--- src/rtl/ivs_pkg.sv ---
package ivs_pkg;
  localparam logic [7:0] CODE_TRAP = 8'hFE;
  localparam logic [7:0] CODE_NMI  = 8'hFC;
  localparam logic [7:0] CODE_TOP  = 8'hFA;
  localparam logic [7:0] CODE_NONE = 8'hE0;
  // Number of request slots between CODE_TOP and CODE_NONE, exclusive of the latter.
  localparam int unsigned MAX_IRQ  = (CODE_TOP - CODE_NONE) / 2;

  typedef enum logic [1:0] {
    ST_IDLE  = 2'd0,
    ST_RD_HI = 2'd1,
    ST_RD_LO = 2'd2,
    ST_LOAD  = 2'd3
  } fetch_st_e;

  function automatic logic [7:0] irq_slot(input int unsigned k);
    return CODE_TOP - 8'(2 * k);
  endfunction
endpackage

--- src/rtl/ivs_rank.sv ---
module ivs_rank
  import ivs_pkg::*;
#(
  parameter int unsigned NUM_IRQ = 13
) (
  input  logic               trap,
  input  logic               nmi,
  input  logic [NUM_IRQ-1:0] irq,
  output logic [7:0]         code
);
  // Per-line slot codes, fixed at elaboration.
  logic [7:0] slot [NUM_IRQ];

  for (genvar g = 0; g < NUM_IRQ; g++) begin : g_slot
    assign slot[g] = irq_slot(g);
  end

  // Walk from the lowest rank upward so the highest-ranked active source is written last.
  always_comb begin
    code = CODE_NONE;
    for (int k = NUM_IRQ - 1; k >= 0; k--) begin
      if (irq[k]) code = slot[k];
    end
    if (nmi)  code = CODE_NMI;
    if (trap) code = CODE_TRAP;
  end
endmodule

--- src/rtl/ivs_nmi_flag.sv ---
module ivs_nmi_flag (
  input  logic clk,
  input  logic rst,
  input  logic set_i,
  input  logic clr_i,
  output logic pend_o
);
  always_ff @(posedge clk) begin
    if (rst)        pend_o <= 1'b0;
    else if (set_i) pend_o <= 1'b1;
    else if (clr_i) pend_o <= 1'b0;
  end
endmodule

--- src/rtl/ivs_fetch.sv ---
module ivs_fetch
  import ivs_pkg::*;
#(
  parameter int unsigned AW = 16,
  parameter int unsigned DW = 8
) (
  input  logic            clk,
  input  logic            rst,
  input  logic            start,
  input  logic [7:0]      code,
  input  logic [AW-9:0]   pc_hi,
  input  logic [DW-1:0]   rdata,
  output logic            rd,
  output logic [AW-1:0]   addr,
  output logic            busy,
  output logic            done,
  output logic [2*DW-1:0] vec
);
  fetch_st_e   st;
  logic [DW-1:0] hi_q;

  always_ff @(posedge clk) begin
    if (rst) begin
      st   <= ST_IDLE;
      rd   <= 1'b0;
      addr <= '0;
      busy <= 1'b0;
      done <= 1'b0;
      vec  <= '0;
      hi_q <= '0;
    end else begin
      done <= 1'b0;
      unique case (st)
        ST_IDLE: begin
          if (start) begin
            addr <= {pc_hi, code};
            rd   <= 1'b1;
            busy <= 1'b1;
            st   <= ST_RD_HI;
          end
        end
        ST_RD_HI: begin
          addr[0] <= 1'b1;
          st      <= ST_RD_LO;
        end
        ST_RD_LO: begin
          hi_q <= rdata;
          rd   <= 1'b0;
          st   <= ST_LOAD;
        end
        ST_LOAD: begin
          vec  <= {hi_q, rdata};
          done <= 1'b1;
          busy <= 1'b0;
          st   <= ST_IDLE;
        end
        default: st <= ST_IDLE;
      endcase
    end
  end
endmodule

--- src/rtl/ivs_unit.sv ---
module ivs_unit
  import ivs_pkg::*;
#(
  parameter int unsigned NUM_IRQ = 13
) (
  input  logic               clk,
  input  logic               rst,
  input  logic               vis_start,
  input  logic               trap_req,
  input  logic [NUM_IRQ-1:0] irq_req,
  input  logic               nmi_set,
  input  logic               nmi_clr,
  input  logic [15:0]        pc_in,
  output logic               mem_rd,
  output logic [15:0]        mem_addr,
  input  logic [7:0]         mem_rdata,
  output logic               busy,
  output logic               done,
  output logic [15:0]        pc_out,
  output logic               nmi_pending
);
  logic [7:0] code;
  logic       pc_lo_unused;

  assign pc_lo_unused = ^pc_in[7:0];

  ivs_nmi_flag u_nmi (
    .clk    (clk),
    .rst    (rst),
    .set_i  (nmi_set),
    .clr_i  (nmi_clr),
    .pend_o (nmi_pending)
  );

  ivs_rank #(.NUM_IRQ(NUM_IRQ)) u_rank (
    .trap (trap_req),
    .nmi  (nmi_pending),
    .irq  (irq_req),
    .code (code)
  );

  ivs_fetch #(.AW(16), .DW(8)) u_fetch (
    .clk   (clk),
    .rst   (rst),
    .start (vis_start),
    .code  (code),
    .pc_hi (pc_in[15:8]),
    .rdata (mem_rdata),
    .rd    (mem_rd),
    .addr  (mem_addr),
    .busy  (busy),
    .done  (done),
    .vec   (pc_out)
  );
endmodule

--- config.mk ---
export PLATFORM = sky130hd
export DESIGN_NAME = ivs_unit
export DESIGN_NICKNAME = d
export VERILOG_FILES = /design/src/rtl/ivs_pkg.sv /design/src/rtl/ivs_rank.sv /design/src/rtl/ivs_nmi_flag.sv /design/src/rtl/ivs_fetch.sv /design/src/rtl/ivs_unit.sv
export SDC_FILE = /design/constraint.sdc
export NUM_CORES = 1
export LEC_CHECK = 0
export BUFFER_PORTS_ARGS = -buffer_cell sky130_fd_sc_hd__buf_2
export CAP_MARGIN = 20
export CORE_ASPECT_RATIO = 0.7
export CORE_MARGIN = 5
export CORE_UTILIZATION = 41
export DETAILED_ROUTE_END_ITERATION = 10
export GPL_TIMING_DRIVEN = 0
export PLACE_DENSITY = 0.83
export SLEW_MARGIN = 30
export SYNTH_ARGS = -nofsm -noshare
export SYNTH_HDL_FRONTEND = slang
export SYNTH_SLANG_ARGS = --single-unit
--- constraint.sdc ---
create_clock -name clk -period 1.4 [get_ports clk]
set_input_delay 0.28 -clock clk [delete_from_list [all_inputs] [get_ports clk]]
set_output_delay 0.28 -clock clk [all_outputs]
set_load 0.01 [all_outputs]
# Word-level counts from Yosys, hierarchy flattened
# Index checks and enable logic that the tools add are counted.
[totals] regBits=46 latch_bits=0 mem_bits_rw=0 romBits=0 inputBits=43 wordCells=47 memories=0
[classes] addsub=0 n_mul=0 div_mod_pow=0 magnitude_cmp=0 n_eq_ne=4 n_shift=0 muxes=25 bitwise=0 reduce_logical=9
[ops] cell="two-way mux 5 bit" n=8
[ops] cell="two-way mux 4 bit" n=4
[ops] cell="case mux 2 bit (4 select lines)" n=1
[ops] cell="AND reduction 2 bit" n=4
[ops] cell="nonzero test 2 bit" n=4
[ops] cell="two-way mux 3 bit" n=2
[ops] cell="case mux 1 bit (2 select lines)" n=3
[ops] cell="two-way mux 1 bit" n=5
[ops] cell="== test 2 bit (second input constant)" n=2
[ops] cell="two-way mux 2 bit" n=2
[ops] cell="== test 2 x 1 -> 1 bit (second input constant)" n=1
[ops] cell="logical NOT 2 bit" n=1
[ops] cell="inequality test 2 bit (second input constant)" n=1

# Logic depth before layout (Yosys ltp)
# Gate-level depths: netlist of run 1.
[depth] word_depth=17 ltp_mapped=7 depth_no_buf=6

# Hierarchy
# From an unflattened synthesis of run 1, not the netlist that was laid out.
[unflattened] hier_cells=213 area_unflattened_um2=1954.4
[by_module_without_submodules] module="ivs_fetch" instances=1 cells_per_inst=178 area_per_inst_um2=1736.7
[by_module_without_submodules] module="ivs_rank" instances=1 cells_per_inst=31 area_per_inst_um2=178.9
[by_module_without_submodules] module="ivs_nmi_flag" instances=1 cells_per_inst=4 area_per_inst_um2=38.8

# Least setup slack after synthesis of run 1
# No wires, ideal clock.
[synth_timing] kind="register -> register" start="register u_fetch.st[0]" end="register u_fetch.addr[1]" setup_ns=0.129 arrival_time_ns=1.219 required_ns=1.271 slack_ns=0.052 path_stages_with_launch=8 path_buffers=2 synth_period_minus_slack_ns=1.348 cell_sequence="dfxtp_1 inv_1 ha_1 and2_1 buf_2 buf_4 nor2_1 a211oi_2"
[synth_via] elab_chain_len=2
[synth_rtl] element="start, declared" line="ivs_fetch.sv:19" source="fetch_st_e st;"
[synth_rtl] element="start signal, assigned" line="ivs_fetch.sv:24" source="st <= ST_IDLE;"
[synth_rtl] element="start signal, assigned" line="ivs_fetch.sv:39" source="st <= ST_RD_HI;"
[synth_rtl] element="start signal, assigned" line="ivs_fetch.sv:44" source="st <= ST_RD_LO;"
[synth_rtl] element="logical NOT 2 bit" line="ivs_fetch.sv:33" source="unique case (st)"
[synth_rtl] element="AND reduction 2 bit (no source line)"
[synth_rtl] element="end signal, assigned" line="ivs_fetch.sv:36" source="addr <= {pc_hi, code};"
[synth_rtl] element="end, declared" line="ivs_fetch.sv:14" source="output logic [AW-1:0] addr,"
# Every way passes these cells.
# A chain may end at the register's enable or synchronous reset.

# Worst setup path after layout of run 1
[layout_timing] start="register u_fetch.st[1]" end="register u_fetch.addr[1]"
# The elaborated chain is that of the path after synthesis.

==> summary.md, run 1 <==
| Metric | Value |
|---|---|
| Outcome | complete, no violations |
| Min Tclk post-route | 1.32 ns |
| DRT Wirelength | about 4000 µm |
| Placed cell count | between 300 and 400 |
| Clk sink count | between 40 and 50 |
| Post-synth top area share | 0.505 |
| Initial antenna violation count | 0 |
| Worst Path Arrival | about 1.5 ns |
| Antenna diodes | 0 |
| Synthesized area | 1740 µm² |
| Cell Area, Placed | between 2000 and 2500 µm² |
| Clk root buf | clkbuf_8 |
| IO Port Bufs | between 60 and 70 |
| Io pins | 79 |
| Max cap viols | 0 |
| GRT Total Usage | 0.142 |
| Layout Skew | between 0.006 and 0.007 ns |
| Async SR Flop Fraction | 0 |
| TritonRoute pass-1 iters | 4 |
| Max_slew headroom | 0.689 |
| Finished Cell Area | 2280 µm² |
| Vias in the first global route | 1379 |
| Dpl hpwl | between 3000 and 4000 µm |
| WL per Instance | 12.6 µm |
| CTS max path bufs | 2 |
| Grt ovf | 0 |
| Final period util | 0.944 |
| EDFF count, synth | 0 |
| Worst slack, placed | -0.0809 ns |
| Measured slew at the worst slew-check pin | 0.466 ns |
| CTS buffer count | 5 |
| First-pass GRT wire length | 6300 µm |
| Placer Congestion | around 0.76 |
| Worst EP required | 1.57 ns |
| Crit-path cells | inv_1 > ha_4 > and2_1 > clkbuf_4 > buf_8 > nor2_1 > a211oi_2 |
| Synthesized Nets | between 200 and 250 |
| Cell count after synthesis | approximately 190 |
| Row Count | 19 |
| DR DRC count | 0 |
| Final Core Density | 0.567 |
| Peak supply drop | 0.852 mV |
| Total vias in the final route | between 1500 and 2000 |
| Post-synth top cells | dfxtp_1 (44), nor2_1 (39), mux2i_1 (24), nand2_1 (21), a21oi_1 (14) |
| Setup WS post-layout | around 0.079 ns |
| Die height | 64.6 µm |
| Critical Path Fanout Max | 10 |
| # H-tree levels | 2 |
| Setup_tns | 0 ns |
| Core region area | approximately 4000 µm² |
| Synth unique cells | 25 |
| Setup crit start kind | flop |
| Fin nets | 312 |
| Most frequent cell after synthesis | dfxtp_1 |
| Initial Utilization | 0.434 |
| Slowest stage delay, CP | between 0.3 and 0.4 ns |
| Largest net degree at the start of global routing | 14 |
| Setup Buffers After CTS | 0 |
| Chip Width | 88.0 µm |
| Sequential cell area fraction in the yosys report | 0.505 |
| Pwr Density | ~1600 nW/µm² |
| Worst path bufs/invs | 3 |
| CP delay by family, top | buffers and inverters |
| Iteration-0 DRC Markers | roughly 70 |
| Clk Latency, worst-skew pair | roughly 0.29 ns |
| Clock slew at reported path FFs | 0.07 ns |
| Crit end category | flop |
| CTS tree | done |
| Worst Hold Class | in -> reg |
| WS Path Type | reg -> reg |
| Area contributors post-synth | dfxtp_1 (51%), mux2i_1 (14%), nor2_1 (8.4%) |
| Hold Buf Count CTS | 0 |
| Final hold viol count | 0 |
| Final Slew Violations | 0 |
| Fmax | between 0.7 and 0.8 GHz |
| FF-to-FF setup slack | around 0.079 ns |
| Area growth syn-to-layout | 30.6% |
| Flops & latches, synth | 44 |
| Final std cells w/o fill | between 300 and 400 |
| Vias per std cell | 4.82 |
| Cell taking the most area after synthesis | dfxtp_1 |
| Final Setup Violations | 0 |
| Leak | 1.03 nW |
| Post-DRT Antenna Nets | 0 |
| Post-synth top flop | dfxtp_1 |
| Critical path's slowest cell | dfxtp_2 |
| Ys Warns | 0 |
| Synthesized area per cell | 9.23 µm² |
| Layout cells sized above 1 | 0.350 |
| Total die area | 5680 µm² |
## registers in the layout, summed over array words and instances, names as in the netlist
name and count:
u_fetch.vec 16, u_fetch.busy 1, u_fetch.hi_q 8, u_fetch.done 1
u_nmi.pend_o 1, u_fetch.addr 14, u_fetch.rd 1, u_fetch.st 2
## through the flow
stage	hold WS, ns	total power [mW]
after global placement	0.440	2.74
after global routing	0.187	3.90
after detailed placement	0.446	2.77
after CTS	0.189	3.59
after floorplan	0.397	2.39
final	0.197	3.63
## where the power goes
part | switching [mW] | internal, mW | total, mW | leakage, nW
sequential | 0.135 | 1.48 | 1.61 | 0.360
combinational | 0.654 | 0.562 | 1.22 | 0.617
clock | 0.402 | 0.393 | 0.796 | 0.0510
total | 1.19 | 2.43 | 3.63 | 1.03
## area by class of cell
type	instances	area, µm²
clock buffer	6	82.6
timing repair buffer	69	345
clock inverter	2	10.0
inverter	5	18.8
sequential	44	883
fill	362	1740
multi-input combinational	127	788
tap	52	65.1
buffer	13	85.1
## cell usage in the layout, fill, tap and decap left out, types with 2 or more instances in the layout
cell,n
and2_1,2
nor2_1,39
clkbuf_1,5
ha_1,3
dfxtp_1,42
dfxtp_2,2
nand2b_1,2
nor4_1,2
mux2i_1,24
a21oi_1,14
nor3_1,3
o21bai_1,2
buf_4,3
clkinv_2,2
inv_1,3
nand2_1,21
buf_2,71
nor2b_1,3
a211oi_1,4
clkbuf_8,6
inv_2,2
## worst reg2reg max path, delay by kind of cell (launching register included)
| family | cells | cell delay (ns) |
|---|---|---|
| AND/OR/NAND/NOR | 2 | 0.24 |
| flip-flops | 1 | 0.35 |
| buffers and inverters | 3 | 0.38 |
| adder cells (fa/ha/maj) | 1 | 0.18 |
| AO/OA/AOI/OAI | 1 | 0.04 |
## final timing paths
check | start | end | cells after the start
hold / removal | nmi_set | u_nmi.pend_o | 3
setup / recovery | u_fetch.st[1] | u_fetch.addr[1] | 7
setup reg to reg | u_fetch.st[1] | u_fetch.addr[1] | 7
hold reg to reg | u_fetch.addr[12] | u_fetch.addr[12] | 2
## cells by family (layout without fill, tap and decap cells)
family	Yosys count	after routing	share of synthesized area
AO/OA/AOI/OAI	26	26	0.105
multiplexers	24	24	0.138
buffers and inverters	18	95	0.0502
adder cells (fa/ha/maj)	4	4	0.0287
flip-flops	44	44	0.505
AND/OR/NAND/NOR	73	73	0.174
## metal layers
layer	vias up	track usage	wire length [µm]
li1	784	-	-
met1	694	0.177	1760
met2	51	0.229	1820
met3	3	0.0532	417
met4	0	0.0460	23
met5	-	0	0
## what timing repair did
item / in CTS / in global routing
resized for setup: 4 / 7
gates cloned: 0 / 0
setup endpoints to repair: 19 / 23
hold endpoints to repair: 0 / 0
No activity file was read; power rests on OpenSTA's default activity.
==> run 2: changes to the inputs <==
Settings changed: CELL_PAD_IN_SITES_DETAIL_PLACEMENT set to 1, CELL_PAD_IN_SITES_GLOBAL_PLACEMENT set to 2, CORE_UTILIZATION 41 to 26, PLACE_DENSITY 0.83 to 0.88.
Clock period 1.4 ns to 1.45 ns, I/O delays scaled along.
==> summary.md, run 2 (synthesis results as in run 1) <==
| Metric | Value |
|---|---|
| Outcome | complete, no violations |
| Biggest registers after layout | u_fetch.vec: 16 flops, u_fetch.addr: 14 flops, u_fetch.hi_q: 8 flops |
| Number of flip-flops in the largest register | 16 (unchanged) |
| Max cap viols | 0 (unchanged) |
| Critical Path Fanout Max | 10 (unchanged) |
| GRT Total Usage | 0.113 (-0.0295) |
| Vias in the first global route | 1571 (+14%) |
| Final std cells w/o fill | 360 (+13%) |
| Final hold viol count | 0 (unchanged) |
| IO Port Bufs | 69 (unchanged) |
| Measured slew at the worst slew-check pin | 0.538 ns (+0.0714 ns) |
| Iteration-0 DRC Markers | 25 (-64%) |
| Worst Hold Class | in -> reg |
| Crit-path cells | inv_1 > ha_4 > and2_1 > clkbuf_4 > buf_6 > nor2_1 > nor2_1 |
| Grt ovf | 0 (unchanged) |
| Crit end category | flop |
| First-pass GRT wire length | 7610 µm (+21%) |
| Largest Register | u_fetch.vec |
| WL per Instance | 12.9 µm (+2.4%) |
| Initial Utilization | 0.263 (-0.171) |
| Total die area | 8470 µm² (+49%) |
| CTS buffer count | 5 (unchanged) |
| Final Setup Violations | 0 (unchanged) |
| RSZ-0062 raised after global routing | true |
| Hold EP | u_nmi.pend_o |
| Max_slew headroom | 0.642 (-0.0476) |
| Clk sink count | 44 (unchanged) |
| DRT Wirelength | 4650 µm (+16%) |
| WS Path Type | reg -> reg |
| Setup_tns | 0 ns (unchanged) |
| Clk Latency, worst-skew pair | 0.29 ns (about the same) |
| Placed cell count | 352 (+14%) |
| Layout cells sized above 1 | 0.353 (+0.00376) |
| # H-tree levels | 2 (unchanged) |
| Worst path bufs/invs | 3 (unchanged) |
| Io pins | 79 (unchanged) |
| Leak | 1.02 nW (-1.1%) |
| Vias per std cell | 4.29 (-11%) |
| Placer Congestion | 0.709 (-6.4%) |
| Clk root buf | clkbuf_8 |
| Hold Slack | 0.205 ns (+0.00736 ns) |
| DR DRC count | 0 (unchanged) |
| Setup WS post-layout | 0.113 ns (+0.0336 ns) |
| Core region area | 6630 µm² (+65%) |
| RR Endpoint | u_fetch.addr[7] |
| Peak supply drop | 0.370 mV (-57%) |
| Critical path's slowest cell | dfxtp_2 |
| Dpl hpwl | 3670 µm (+19%) |
| Final period util | 0.922 (-0.0212) |
| Cell Area, Placed | 2210 µm² (+2.4%) |
| Most frequent cells in the layout | buf_2 (70), dfxtp_1 (42), nor2_1 (38) |
| Die height | 78.5 µm (+22%) |
| Most common cell after layout, fill and taps aside | buf_2 |
| Final Power | 3.54 mW (-2.4%) |
| Worst EP required | 1.62 ns (+0.05 ns) |
| Setup crit start kind | flop |
| Worst path most repeated cell | nor2_1 |
| Setup Buffers After CTS | 0 (unchanged) |
| Total vias in the final route | 1545 (+0.85%) |
| Finished Cell Area | 2340 µm² (+2.6%) |
| Chip Width | 108 µm (+23%) |
| CP delay by family, top | buffers and inverters |
| Hold Path Stages | 3 (unchanged) |
| Worst slack, placed | -0.0947 ns (-0.0138 ns) |
| Initial antenna violation count | 0 (unchanged) |
| CTS max path bufs | 2 (unchanged) |
| Origin of the worst min-delay path | nmi_set |
| Post-DRT Antenna Nets | 0 (unchanged) |
| CTS tree | done |
| Layout Skew | 0.00592 ns (-0.000273 ns) |
| Final Slew Violations | 0 (unchanged) |
| Largest net degree at the start of global routing | 16 (+2) |
| Worst Reg-to-Reg Cells | 7 (unchanged) |
| Clock slew at reported path FFs | 0.09 ns (+0.02 ns) |
| Antenna diodes | 0 (unchanged) |
| Fmax | 0.748 GHz (-1.2%) |
| TritonRoute pass-1 iters | 2 (-2) |
| Min Tclk post-route | 1.34 ns (+0.0164 ns) |
| Worst Path Arrival | 1.51 ns (+0.02 ns) |
| Fin nets | 312 (unchanged) |
| Pwr Density | 1510 nW/µm² (-4.9%) |
| Final Core Density | 0.352 (-0.215) |
| Row Count | 25 (+6) |
| FF-to-FF setup slack | 0.11 ns (+0.03 ns) |
| Worst reg2reg path startpoint | u_fetch.st[0] |
| Area growth syn-to-layout | 34.0% |
| Slowest stage delay, CP | 0.37 ns (+0.02 ns) |
==> run 2: worst reg2reg max path: cells and delay by family, from the launching register on <==
family | cells | cell delay, ns
buf+inv | 3 | 0.40
flops | 1 | 0.37
fa+ha+maj | 1 | 0.19
simple gates | 3 | 0.26
==> run 2: per-layer routing <==
layer | GRT usage | vias up | share of wire
met5 | 0 | - | 0
met4 | 0.0378 | 0 | 0.011
met3 | 0.0345 | 5 | 0.064
met2 | 0.184 | 44 | 0.44
met1 | 0.142 | 718 | 0.48
li1 | - | 778 | -
==> run 2: area by class of cell <==
cell class              count  area, µm²
inverters                   5       18.8
multi-input cells         127        796
repair buffers             69        345
well taps                  94        118
clock inverters             3       23.8
plain buffers              13       83.8
clock buffers               5       68.8
flip-flops and latches     44        883
fillers                   814       4290
==> run 2: worst max-delay path by stage <==
stage | from | endpoint | slack, ns | cells after the start
floorplan | u_fetch.st[0] | u_fetch.addr[1] | 0.10 | 7
global placement | u_fetch.st[0] | u_fetch.vec[8] | -0.07 | 5
detailed placement | u_fetch.st[0] | u_fetch.addr[1] | -0.09 | 7
CTS | u_fetch.st[0] | u_fetch.addr[1] | 0.01 | 7
global route | u_fetch.st[0] | u_fetch.addr[7] | -0.003 | 7
finish | u_fetch.st[0] | u_fetch.addr[7] | 0.11 | 7
==> run 2: power breakdown <==
group          switching (mW)  total [mW]  internal, mW
Sequential              0.125        1.55          1.43
Clock                   0.442       0.784         0.341
Combinational           0.655        1.20         0.546
Total                    1.22        3.54          2.31
==> run 2: repair_timing <==
action	CTS	global route
hold buffers	0	0
setup endpoints to repair	19	16
gates resized for setup	4	7
hold endpoints to repair	0	0
